## src/rtl/tmr_pkg.sv

```systemverilog
package tmr_pkg;

    localparam int unsigned ADDR_W = 4;
    localparam int unsigned N_TAPS = 4;
    localparam int unsigned TAP_IW = $clog2(N_TAPS);

    typedef enum logic [1:0] {
        MODE_NORM = 2'd0,
        MODE_CTC  = 2'd1,
        MODE_FPWM = 2'd2,
        MODE_RSVD = 2'd3
    } mode_e;

    localparam logic [2:0] CS_OFF      = 3'd0;
    localparam logic [2:0] CS_EXT_FALL = 3'd5;
    localparam logic [2:0] CS_EXT_RISE = 3'd6;
    localparam logic [2:0] CS_OFF_ALT  = 3'd7;

    typedef struct packed {
        logic [1:0] spare;
        logic       dir;
        logic [2:0] csel;
        mode_e      mode;
    } ctrl_t;

    typedef struct packed {
        logic [4:0] spare;
        logic       filt_en;
        logic       rise;
        logic       src_cmp;
    } capc_t;

    localparam logic [ADDR_W-1:0] RA_CTRL = 4'd0;
    localparam logic [ADDR_W-1:0] RA_CAPC = 4'd1;
    localparam logic [ADDR_W-1:0] RA_CNT  = 4'd2;
    localparam logic [ADDR_W-1:0] RA_CMP0 = 4'd3;
    localparam logic [ADDR_W-1:0] RA_CAPT = 4'd6;
    localparam logic [ADDR_W-1:0] RA_FLAG = 4'd7;
    localparam logic [ADDR_W-1:0] RA_MASK = 4'd8;
    localparam logic [ADDR_W-1:0] RA_TOP  = 4'd9;

    function automatic logic [ADDR_W-1:0] cmp_addr(input int unsigned idx);
        return RA_CMP0 + ADDR_W'(idx);
    endfunction

endpackage

```

## src/rtl/tmr_clksel.sv

```systemverilog
module tmr_clksel
    import tmr_pkg::*;
(
    input  logic              clk,
    input  logic              rst,
    input  logic [2:0]        csel,
    input  logic [N_TAPS-1:0] taps,
    input  logic              ext_pin,
    output logic              tick
);

    // sh[0], sh[1]: synchronizer; sh[2]: previous synchronized level
    logic [2:0] sh;
    logic       ext_rise, ext_fall;

    always_ff @(posedge clk) begin
        if (rst) sh <= '0;
        else     sh <= {sh[1:0], ext_pin};
    end

    assign ext_rise = sh[1] & ~sh[2];
    assign ext_fall = ~sh[1] & sh[2];

    always_comb begin
        tick = 1'b0;
        if (csel == CS_EXT_FALL)      tick = ext_fall;
        else if (csel == CS_EXT_RISE) tick = ext_rise;
        else if (csel != CS_OFF && csel != CS_OFF_ALT)
            tick = taps[TAP_IW'(csel - 3'd1)];
    end


    stop_no_tick_chk: assert property (@(posedge clk) disable iff (rst)
        (csel == CS_OFF || csel == CS_OFF_ALT) |-> !tick);


    ext_single_step_chk: assert property (@(posedge clk) disable iff (rst)
        (csel == CS_EXT_RISE && tick) |=> (csel != CS_EXT_RISE || !tick));

endmodule

```

## src/rtl/tmr_capture.sv

```systemverilog
module tmr_capture #(
    parameter int unsigned CNT_W    = 16,
    parameter int unsigned FILT_LEN = 4
) (
    input  logic             clk,
    input  logic             rst,
    input  logic             src_cmp,
    input  logic             rise,
    input  logic             filt_en,
    input  logic             pin,
    input  logic             acmp,
    input  logic [CNT_W-1:0] cnt,
    output logic             evt,
    output logic [CNT_W-1:0] cap_val
);

    logic                raw, s1, s2, filt, lvl, lvl_d;
    logic [FILT_LEN-1:0] hist;

    assign raw = src_cmp ? acmp : pin;

    always_ff @(posedge clk) begin
        if (rst) begin
            s1    <= 1'b0;
            s2    <= 1'b0;
            hist  <= '0;
            filt  <= 1'b0;
            lvl_d <= 1'b0;
        end else begin
            s1    <= raw;
            s2    <= s1;
            hist  <= {hist[FILT_LEN-2:0], s2};
            if (&hist)       filt <= 1'b1;
            else if (~|hist) filt <= 1'b0;
            lvl_d <= lvl;
        end
    end

    assign lvl = filt_en ? filt : s2;
    assign evt = rise ? (lvl & ~lvl_d) : (~lvl & lvl_d);

    always_ff @(posedge clk) begin
        if (rst)      cap_val <= '0;
        else if (evt) cap_val <= cnt;
    end


    filt_accept_chk: assert property (@(posedge clk) disable iff (rst)
        (!filt && !(&hist)) |=> !filt);


    cap_latch_chk: assert property (@(posedge clk) disable iff (rst)
        evt |=> (cap_val == $past(cnt)));

endmodule

```

## src/rtl/tmr_cmpch.sv

```systemverilog
module tmr_cmpch
    import tmr_pkg::*;
#(
    parameter int unsigned CNT_W = 16
) (
    input  logic             clk,
    input  logic             rst,
    input  logic             buf_wr,
    input  logic [CNT_W-1:0] wdata,
    input  mode_e            mode,
    input  logic             tick,
    input  logic             wrap,
    input  logic [CNT_W-1:0] cnt_nxt,
    output logic [CNT_W-1:0] active,
    output logic [CNT_W-1:0] buffered,
    output logic             match,
    output logic             wave
);

    logic pwm;

    assign pwm   = (mode == MODE_FPWM);
    assign match = tick && (cnt_nxt == active);

    always_ff @(posedge clk) begin
        if (rst) begin
            buffered <= '0;
            active   <= '0;
            wave     <= 1'b0;
        end else begin
            if (buf_wr) buffered <= wdata;
            if (!pwm || wrap) active <= buffered;
            if (pwm) begin
                if (match)     wave <= 1'b0;
                else if (wrap) wave <= 1'b1;
            end else if (match) begin
                wave <= ~wave;
            end
        end
    end


    buf_hold_chk: assert property (@(posedge clk) disable iff (rst)
        (pwm && !wrap) |=> $stable(active));


    pwm_clear_chk: assert property (@(posedge clk) disable iff (rst)
        (pwm && match) |=> !wave);

endmodule

```

## src/rtl/mctimer16.sv

```systemverilog
module mctimer16
    import tmr_pkg::*;
#(
    parameter int unsigned CNT_W    = 16,
    parameter int unsigned N_CMP    = 3,
    parameter int unsigned FILT_LEN = 4
) (
    input  logic              clk,
    input  logic              rst,
    input  logic              wr_en,
    input  logic [ADDR_W-1:0] wr_addr,
    input  logic [CNT_W-1:0]  wr_data,
    input  logic [ADDR_W-1:0] rd_addr,
    output logic [CNT_W-1:0]  rd_data,
    input  logic [N_TAPS-1:0] presc_tick,
    input  logic              ext_clk,
    input  logic              cap_pin,
    input  logic              acmp_out,
    output logic [N_CMP-1:0]  wave_out,
    output logic              irq
);

    localparam int unsigned NFLG = N_CMP + 2;
    localparam logic [CNT_W-1:0] CNT_MAX = '1;

    ctrl_t            ctrl;
    capc_t            capc;
    logic [CNT_W-1:0] cnt, top_reg, top_val, cnt_nxt, cap_val;
    logic [CNT_W-1:0] cmp_act [N_CMP];
    logic [CNT_W-1:0] cmp_buf [N_CMP];
    logic [N_CMP-1:0] match;
    logic [NFLG-1:0]  flags, mask, set_vec, clr_vec;
    logic             tick, tick_eff, cnt_wr, down, at_end, wrap_evt, cap_evt;

    tmr_clksel u_clksel (
        .clk     (clk),
        .rst     (rst),
        .csel    (ctrl.csel),
        .taps    (presc_tick),
        .ext_pin (ext_clk),
        .tick    (tick)
    );

    tmr_capture #(.CNT_W(CNT_W), .FILT_LEN(FILT_LEN)) u_cap (
        .clk     (clk),
        .rst     (rst),
        .src_cmp (capc.src_cmp),
        .rise    (capc.rise),
        .filt_en (capc.filt_en),
        .pin     (cap_pin),
        .acmp    (acmp_out),
        .cnt     (cnt),
        .evt     (cap_evt),
        .cap_val (cap_val)
    );

    assign cnt_wr   = wr_en && (wr_addr == RA_CNT);
    assign tick_eff = tick && !cnt_wr;
    assign down     = ctrl.dir && (ctrl.mode != MODE_FPWM);

    always_comb begin
        case (ctrl.mode)
            MODE_CTC:  top_val = cmp_act[0];
            MODE_FPWM: top_val = top_reg;
            default:   top_val = CNT_MAX;
        endcase
    end

    assign at_end   = down ? (cnt == '0) : (cnt == top_val);
    assign wrap_evt = tick_eff && at_end;

    always_comb begin
        if (at_end)    cnt_nxt = down ? top_val : '0;
        else if (down) cnt_nxt = cnt - 1'b1;
        else           cnt_nxt = cnt + 1'b1;
    end

    for (genvar g = 0; g < N_CMP; g++) begin : g_ch
        tmr_cmpch #(.CNT_W(CNT_W)) u_ch (
            .clk      (clk),
            .rst      (rst),
            .buf_wr   (wr_en && (wr_addr == cmp_addr(g))),
            .wdata    (wr_data),
            .mode     (ctrl.mode),
            .tick     (tick_eff),
            .wrap     (wrap_evt),
            .cnt_nxt  (cnt_nxt),
            .active   (cmp_act[g]),
            .buffered (cmp_buf[g]),
            .match    (match[g]),
            .wave     (wave_out[g])
        );
    end

    assign set_vec = {cap_evt, match, wrap_evt};
    assign clr_vec = (wr_en && wr_addr == RA_FLAG) ? wr_data[NFLG-1:0] : '0;

    always_ff @(posedge clk) begin
        if (rst) begin
            ctrl    <= '0;
            capc    <= '0;
            cnt     <= '0;
            top_reg <= CNT_MAX;
            flags   <= '0;
            mask    <= '0;
        end else begin
            if (wr_en && wr_addr == RA_CTRL) ctrl    <= ctrl_t'(wr_data[7:0]);
            if (wr_en && wr_addr == RA_CAPC) capc    <= capc_t'(wr_data[7:0]);
            if (wr_en && wr_addr == RA_MASK) mask    <= wr_data[NFLG-1:0];
            if (wr_en && wr_addr == RA_TOP)  top_reg <= wr_data;
            if (cnt_wr)        cnt <= wr_data;
            else if (tick_eff) cnt <= cnt_nxt;
            flags <= (flags & ~clr_vec) | set_vec;
        end
    end

    assign irq = |(flags & mask);

    always_comb begin
        rd_data = '0;
        if (rd_addr == RA_CTRL)      rd_data[7:0]      = ctrl;
        else if (rd_addr == RA_CAPC) rd_data[7:0]      = capc;
        else if (rd_addr == RA_CNT)  rd_data           = cnt;
        else if (rd_addr == RA_CAPT) rd_data           = cap_val;
        else if (rd_addr == RA_FLAG) rd_data[NFLG-1:0] = flags;
        else if (rd_addr == RA_MASK) rd_data[NFLG-1:0] = mask;
        else if (rd_addr == RA_TOP)  rd_data           = top_reg;
        for (int unsigned i = 0; i < N_CMP; i++)
            if (rd_addr == cmp_addr(i)) rd_data = cmp_buf[i];
    end


    hold_when_idle_chk: assert property (@(posedge clk) disable iff (rst)
        (!tick_eff && !cnt_wr) |=> $stable(cnt));


    up_wrap_zero_chk: assert property (@(posedge clk) disable iff (rst)
        (tick_eff && at_end && !down) |=> (cnt == '0));


    set_beats_clear_chk: assert property (@(posedge clk) disable iff (rst)
        (|set_vec) |=> ((flags & $past(set_vec)) == $past(set_vec)));

endmodule

```

## config.mk

```make
export PLATFORM = sky130hd
export DESIGN_NAME = mctimer16
export DESIGN_NICKNAME = d
export VERILOG_FILES = /design/src/rtl/tmr_pkg.sv /design/src/rtl/tmr_clksel.sv /design/src/rtl/tmr_capture.sv /design/src/rtl/tmr_cmpch.sv /design/src/rtl/mctimer16.sv
export SDC_FILE = /design/constraint.sdc
export NUM_CORES = 1
export LEC_CHECK = 0
export ABC_AREA = 1
export ABC_CLOCK_PERIOD_IN_PS = 6000
export BUFFER_PORTS_ARGS = -buffer_cell sky130_fd_sc_hd__buf_2
export CAP_MARGIN = 20
export CORE_UTILIZATION = 60
export DETAILED_ROUTE_END_ITERATION = 6
export PLACE_DENSITY_LB_ADDON = 0.05
export SLEW_MARGIN = 15
export SYNTH_ARGS = -nofsm -noshare
export SYNTH_HDL_FRONTEND = slang
export SYNTH_SLANG_ARGS = --single-unit
```

## constraint.sdc

```tcl
create_clock -name clk -period 6 [get_ports clk]
set_clock_uncertainty 0.15 [all_clocks]
set_input_delay 0.9 -clock clk [delete_from_list [all_inputs] [get_ports clk]]
set_output_delay 0.9 -clock clk [all_outputs]
set_load 0.1 [all_outputs]
```

# Yosys cells after proc, flatten, opt, wreduce, memory -nomap -nowiden
# Cells that the tools add are included.
# word_totals
regBits	184
word_cells	153
input_bits	34
# op_classes
n_eq_ne	28
bitwise_logic	15
reduce_logical	36
addsub	3
mux	42
order_cmp	1
# ops
op	count
$mux W16	11
$eq A16 B16 Y1	4
$mux W8	4
$pmux W16 S2	1
$eq A4 B3 Y1 const B	7
$mux W11	2
$mux W1	20
$add A16 B1 Y16 const B	1
$eq A4 B2 Y1 const B	4
$eq A4 B4 Y1 const B	4
$logic_and A1 B1 Y1	16
$logic_not A16 Y1	1
$sub A16 B1 Y16 const B	1
$mux W5	3
$reduce_bool A2 Y1	7
$and A5 B5 Y5	2
$eq A4 B1 Y1 const B	2
$logic_not A4 Y1	2
$not A1 Y1	7
$eq A3 B3 Y1 const B	2
$reduce_and A2 Y1	3
$not A5 Y5	1
$or A5 B5 Y5	1
$reduce_or A5 Y1	1
other kinds (14)	18

# Longest topological paths before layout
# depth
ltp_word	11
mapped_depth	28
mapped_depth_nobuf	26

# Modules after synthesis
# Synthesis repeated with hierarchy kept, for this count alone.
# hier_totals
cells_unflattened	1788
area_unflattened_um2	11169.5
# by_module_without_submodules
mod	cells_per_inst	n_inst	area_per_inst_um2
mctimer16	891	1	5087.4
tmr_cmpch	239	3	1580.3
tmr_capture	142	1	1103.6
tmr_clksel	38	1	237.7

# Least setup slack after synthesis
# Ideal clock, no wire load.
# synth_path
path_kind	input to output
start	input port rd_addr[2]
end	output port rd_data[4]
setup_slack_ns	2.206
required_ns	4.950
arrival_ns	2.744
path_stages	9
cell_sequence	inv_1 nor2_1 inv_1 nor2_1 clkinv_1 o21ai_0 o21ai_0 a211oi_1 nand4_1
# synth_via
elab_chain_cells	11
word_cells_on_any_way	20
cone_classes	9 x eq/ne; 10 x mux; 1 x reduce/logical
# synth_lines
element	line	rtl
start, declared	mctimer16.sv:13	input logic [ADDR_W-1:0] rd_addr,
$eq A4 B4 Y1	mctimer16.sv:127	else if (rd_addr == RA_TOP) rd_data = top_reg;
$mux W16	mctimer16.sv:127	
$mux W5	mctimer16.sv:126	else if (rd_addr == RA_MASK) rd_data[NFLG-1:0] = mask;
$mux W5	mctimer16.sv:125	else if (rd_addr == RA_FLAG) rd_data[NFLG-1:0] = flags;
$mux W16	mctimer16.sv:124	else if (rd_addr == RA_CAPT) rd_data = cap_val;
$mux W16	mctimer16.sv:123	else if (rd_addr == RA_CNT) rd_data = cnt;
$mux W8	mctimer16.sv:122	else if (rd_addr == RA_CAPC) rd_data[7:0] = capc;
$mux W8	mctimer16.sv:121	if (rd_addr == RA_CTRL) rd_data[7:0] = ctrl;
$mux W16 (2 in a row)	mctimer16.sv:129	if (rd_addr == cmp_addr(i)) rd_data = cmp_buf[i];
$mux W16 *	mctimer16.sv:129	
end, declared	mctimer16.sv:14	output logic [CNT_W-1:0] rd_data,
# Every way passes the cells marked *; elsewhere a longest branch is shown, timed or not.

# Worst setup path after layout
# layout_path
start	input port rd_addr[2]
end	output port rd_data[2]
# The elaborated chain is that of the path after synthesis.

==> key figures <==
Synth
  • Complex-gate fraction of the synthesized area: 0.162
  • Asr flop ratio synth: 0
  • Yosys warning count: 0
  • Main synth FF type: dfxtp_1
  • Synth Net Count: 1,686
  • Avg Cell Area, Syn: 6.33 um^2
  • Synth unique cells: 49
  • Adder-Cell Fraction of Synth Area: 0.00841
  • Register area share after synthesis: 0.354
  • Synthesized flop and latch total: 184
  • Simple-gate portion of the synthesized area: 0.381
  • Main combinational cell family by area after synthesis: simple AND/OR/NAND/NOR gates
  • Multiplexer share of the synthesized area: 0
  • Post-Synthesis Cells: 1,645
  • Xor/xnor cell area share of the yosys netlist: 0.00505
  • Mapped Area: 0.0104 mm^2
  • Post-synth EDFFs: 0

Place
  • RePlAce Congestion: 0.986
  • Placed Cells: 1,858
  • Port Buffers: 53
  • Area after DPL: 0.0107 mm^2
  • Pre-CTS setup slack: 1560 ps
  • Dpl hpwl: 26,700 um

STA
  • Pins over their slew limit: 0
  • Worst slew pin tran: 1150 ps
  • Unrepaired setup endpoints after global routing: no
  • Slew headroom: 0.232
  • TNS Setup: 0 ps
  • Setup slack after layout: 1510 ps
  • Peak Freq: 223 MHz
  • Tcrit/Tclk final: 0.749
  • Period minus WS final: 4490 ps
  • Final Setup Violations: 0
  • Hold Vio Cnt, Final: 0

Cells and area
  • Number of antenna diodes: 0
  • Non-Filler Instances: 1,890
  • Biggest regs: g_ch.u_ch.active x48, g_ch.u_ch.buffered x48
  • # fillers: 1,559
  • Share of layout cells above drive strength 1: 0.101
  • NumNets Final: 1,698
  • Cell area after layout: 0.0113 mm^2
  • Area Overhead vs Synth: 8.50%

Floorplan
  • Die H: 134 um
  • Die width: 134 um
  • Die Footprint: 0.0179 mm^2
  • Initial Util: 0.622
  • I/O pin total: 54
  • Num rows: 47
  • Core Area: 0.0168 mm^2

Setup path
  • R2R depth: 17
  • Critical Path Max Stage Delay: 770 ps
  • Cell family with most CP delay: compound AO/OA/AOI/OAI gates
  • CP max FO: 12
  • Class of the most critical setup path: input port to output pin
  • Crit-path cells: buf_2, inv_1, nor2_1, inv_1, nor2_1, buf_4, clkinv_1, o21ai_0, o21ai_0, a2111oi_0, nand3_1, buf_2
  • Startpoint class of the critical path: input port
  • Arr. time, crit path: 3440 ps
  • Worst r2r dst: g_ch[0].u_ch.active[6]$_SDFFE_PP0P_
  • Crit end category: output pin
  • Slack of the worst reg-to-reg path: 1600 ps
  • WP data required: 4950 ps
  • Worst r2r src: ctrl[0]$_SDFFE_PP0P_
  • Buf/Inv on CP: 6
  • Worst path slowest cell: a2111oi_0

Clock tree
  • Post-cts sizing count: 0
  • H-tree Lvls: 4
  • Number of CTS-inserted buffers: 17
  • Worst skew pair latency: 450 ps
  • CTS clk-pin slew, worst paths: 80 ps
  • Longest Clk Path Bufs: 2
  • Clock sinks: 184
  • Clock Tree Root: clkbuf_16
  • CTS tree: done
  • Post-CTS setup buffers: 0
  • Hold buffer count at cts: 0

Pwr
  • Switching share of power: 0.317
  • P_int: 1.91 mW
  • Clock power frac: 0.420
  • Power share of the sequential group: 0.458
  • Power per standard cell area: 248 mW/mm^2
  • Switching pwr: 887 uW
  • Worst IR drop on VDD: 0.251 mV
  • Comb pwr share: 0.122
  • Static leakage: 4.99 nW

Run
  • Max-cap violations: 0

GRT
  • Number of global-route vias before repair: 10.3k
  • Largest net degree at the start of global routing: 78
  • Antenna violations before repair: 0
  • Gr usage total: 0.407
  • Gr ovfl total: 0
  • Global-route wire length before repair: 56,000 um

Route
  • Via count: 11.4k
  • DRT iter0 DRCs: 1,576
  • DRT antenna net count: 0
  • Post-Route WL: 35,900 um
  • Avg WL per Cell: 19.0 um
  • 1st-pass router iterations: 7
  • Residual DRC: 1
  • Vias per cell: 6.01

Outcome
  • Status: complete, but fails checks
  • Failing checks: design-rule violations

Worst hold path
  • Hold Startpoint: u_clksel.sh[0]$_SDFF_PP0_
  • Worst Hold Path EP: u_clksel.sh[1]$_SDFF_PP0_
  • HP Class: register to register
  • Hold Path Depth: 2
[cells in the final DEF, fill, tap and decap left out, types with 17 or more instances in the layout]
| master | count |
|---|---|
| clkbuf_16 | 17 |
| inv_1 | 114 |
| nand2_1 | 457 |
| buf_2 | 53 |
| nand4_1 | 44 |
| nand2_2 | 18 |
| dfxtp_1 | 184 |
| a31oi_1 | 18 |
| o21ai_0 | 159 |
| nor2_1 | 245 |
| nand3_1 | 108 |
| a21oi_1 | 97 |
[metal layers]
| metal | vias to the layer above | share of wire | GRT usage |
|---|---|---|---|
| met5 | - | 0 | 0 |
| met2 | 710 | 0.42 | 0.595 |
| met3 | 87 | 0.12 | 0.0871 |
| met4 | 0 | 0.032 | 0.153 |
| li1 | 5400 | - | - |
| met1 | 5163 | 0.43 | 0.582 |
[power groups by stage]
stage,clock (mW),sequential (mW),combinational [mW]
2_1_floorplan,0,1.30,0.235
3_3_place_gp,0,1.31,0.325
3_5_place_dp,0,1.31,0.328
4_1_cts,1.17,1.28,0.330
5_1_grt,1.22,1.29,0.366
6_report,1.18,1.28,0.340
[cells in the mapped netlist (2+ instances only)]
library cell	n	area [um^2]
buf_4	8	60.1
a41oi_1	4	35.0
nor2_1	245	920
buf_6	12	135
nand4_1	44	275
inv_1	114	428
nand3b_1	16	120
dfxtp_1	184	3680
o21ai_1	6	30.0
nand2_1	457	1720
clkbuf_1	47	176
xor2_1	6	52.6
a21oi_1	97	485
nor3_1	3	15.0
a21oi_2	2	17.5
clkinv_1	4	15.0
nand2_2	18	113
nor3_2	2	20.0
or2_2	6	37.5
or2_0	2	12.5
inv_2	16	60.1
nor2_2	10	62.6
ha_1	7	87.6
o21ai_0	159	796
a221oi_1	5	43.8
nor4_1	2	12.5
nand3_1	108	541
buf_2	6	30.0
nand3_2	6	60.1
a31oi_1	18	113
o211ai_1	12	90.1
clkbuf_2	2	10.0
[worst max path at each step]
| stage | startpoint | endpoint | slack, ps | cells past startpoint |
|---|---|---|---|---|
| 6_report | rd_addr[2] | rd_data[2] | 1510 | 12 |
| 5_1_grt | ctrl[0]$_SDFFE_PP0P_ | g_ch[2].u_ch.active[14]$_SDFFE_PP0P_ | 1340 | 17 |
| 4_1_cts | rd_addr[2] | rd_data[2] | 1550 | 12 |
| 3_5_place_dp | rd_addr[2] | rd_data[2] | 1560 | 12 |
| 3_3_place_gp | rd_addr[2] | rd_data[2] | 1600 | 12 |
| 2_1_floorplan | rd_addr[2] | rd_data[4] | 2210 | 9 |
[metrics by stage]
stage / util / power (mW) / hold slack (ps)
after global placement: 0.637 / 1.63 / 244
after floorplan: - / 1.53 / 238
final: 0.674 / 2.80 / 259
after global routing: 0.674 / 2.88 / 283
after CTS: 0.674 / 2.78 / 263
after detailed placement: 0.637 / 1.64 / 252
[worst register-to-register path: stages (launching register included)]
cell	delay [ps]
dfxtp_1	340
inv_1	90
ha_1	920
nand2_1	250
nand3_1	170
nand2_1	60
nand2_1	100
nor2_1	60
nand2_1	70
nor2_1	40
nand2_1	50
nand2_1	40
nand2_1	250
nor3_2	110
nor2_4	770
inv_2	480
nor2_1	250
nor2_1	80
[kinds of logic after synthesis]
| family | after synthesis |
|---|---|
| fa+ha+maj | 7 |
| buf+inv | 212 |
| xor+xnor | 6 |
| compound gates | 312 |
| simple gates | 924 |
| flops | 184 |
[layout make-up]
class	instances	area, um^2	area share
clock buffers	17	425	0.0376
clock inverters	15	200	0.0177
inverters	136	522	0.0462
multi-input cells	1249	5810	0.514
flip-flops and latches	184	3680	0.326
well taps	220	275	0.0244
repair buffers	69	385	0.0341
No activity file was read; power rests on OpenSTA's default activity.
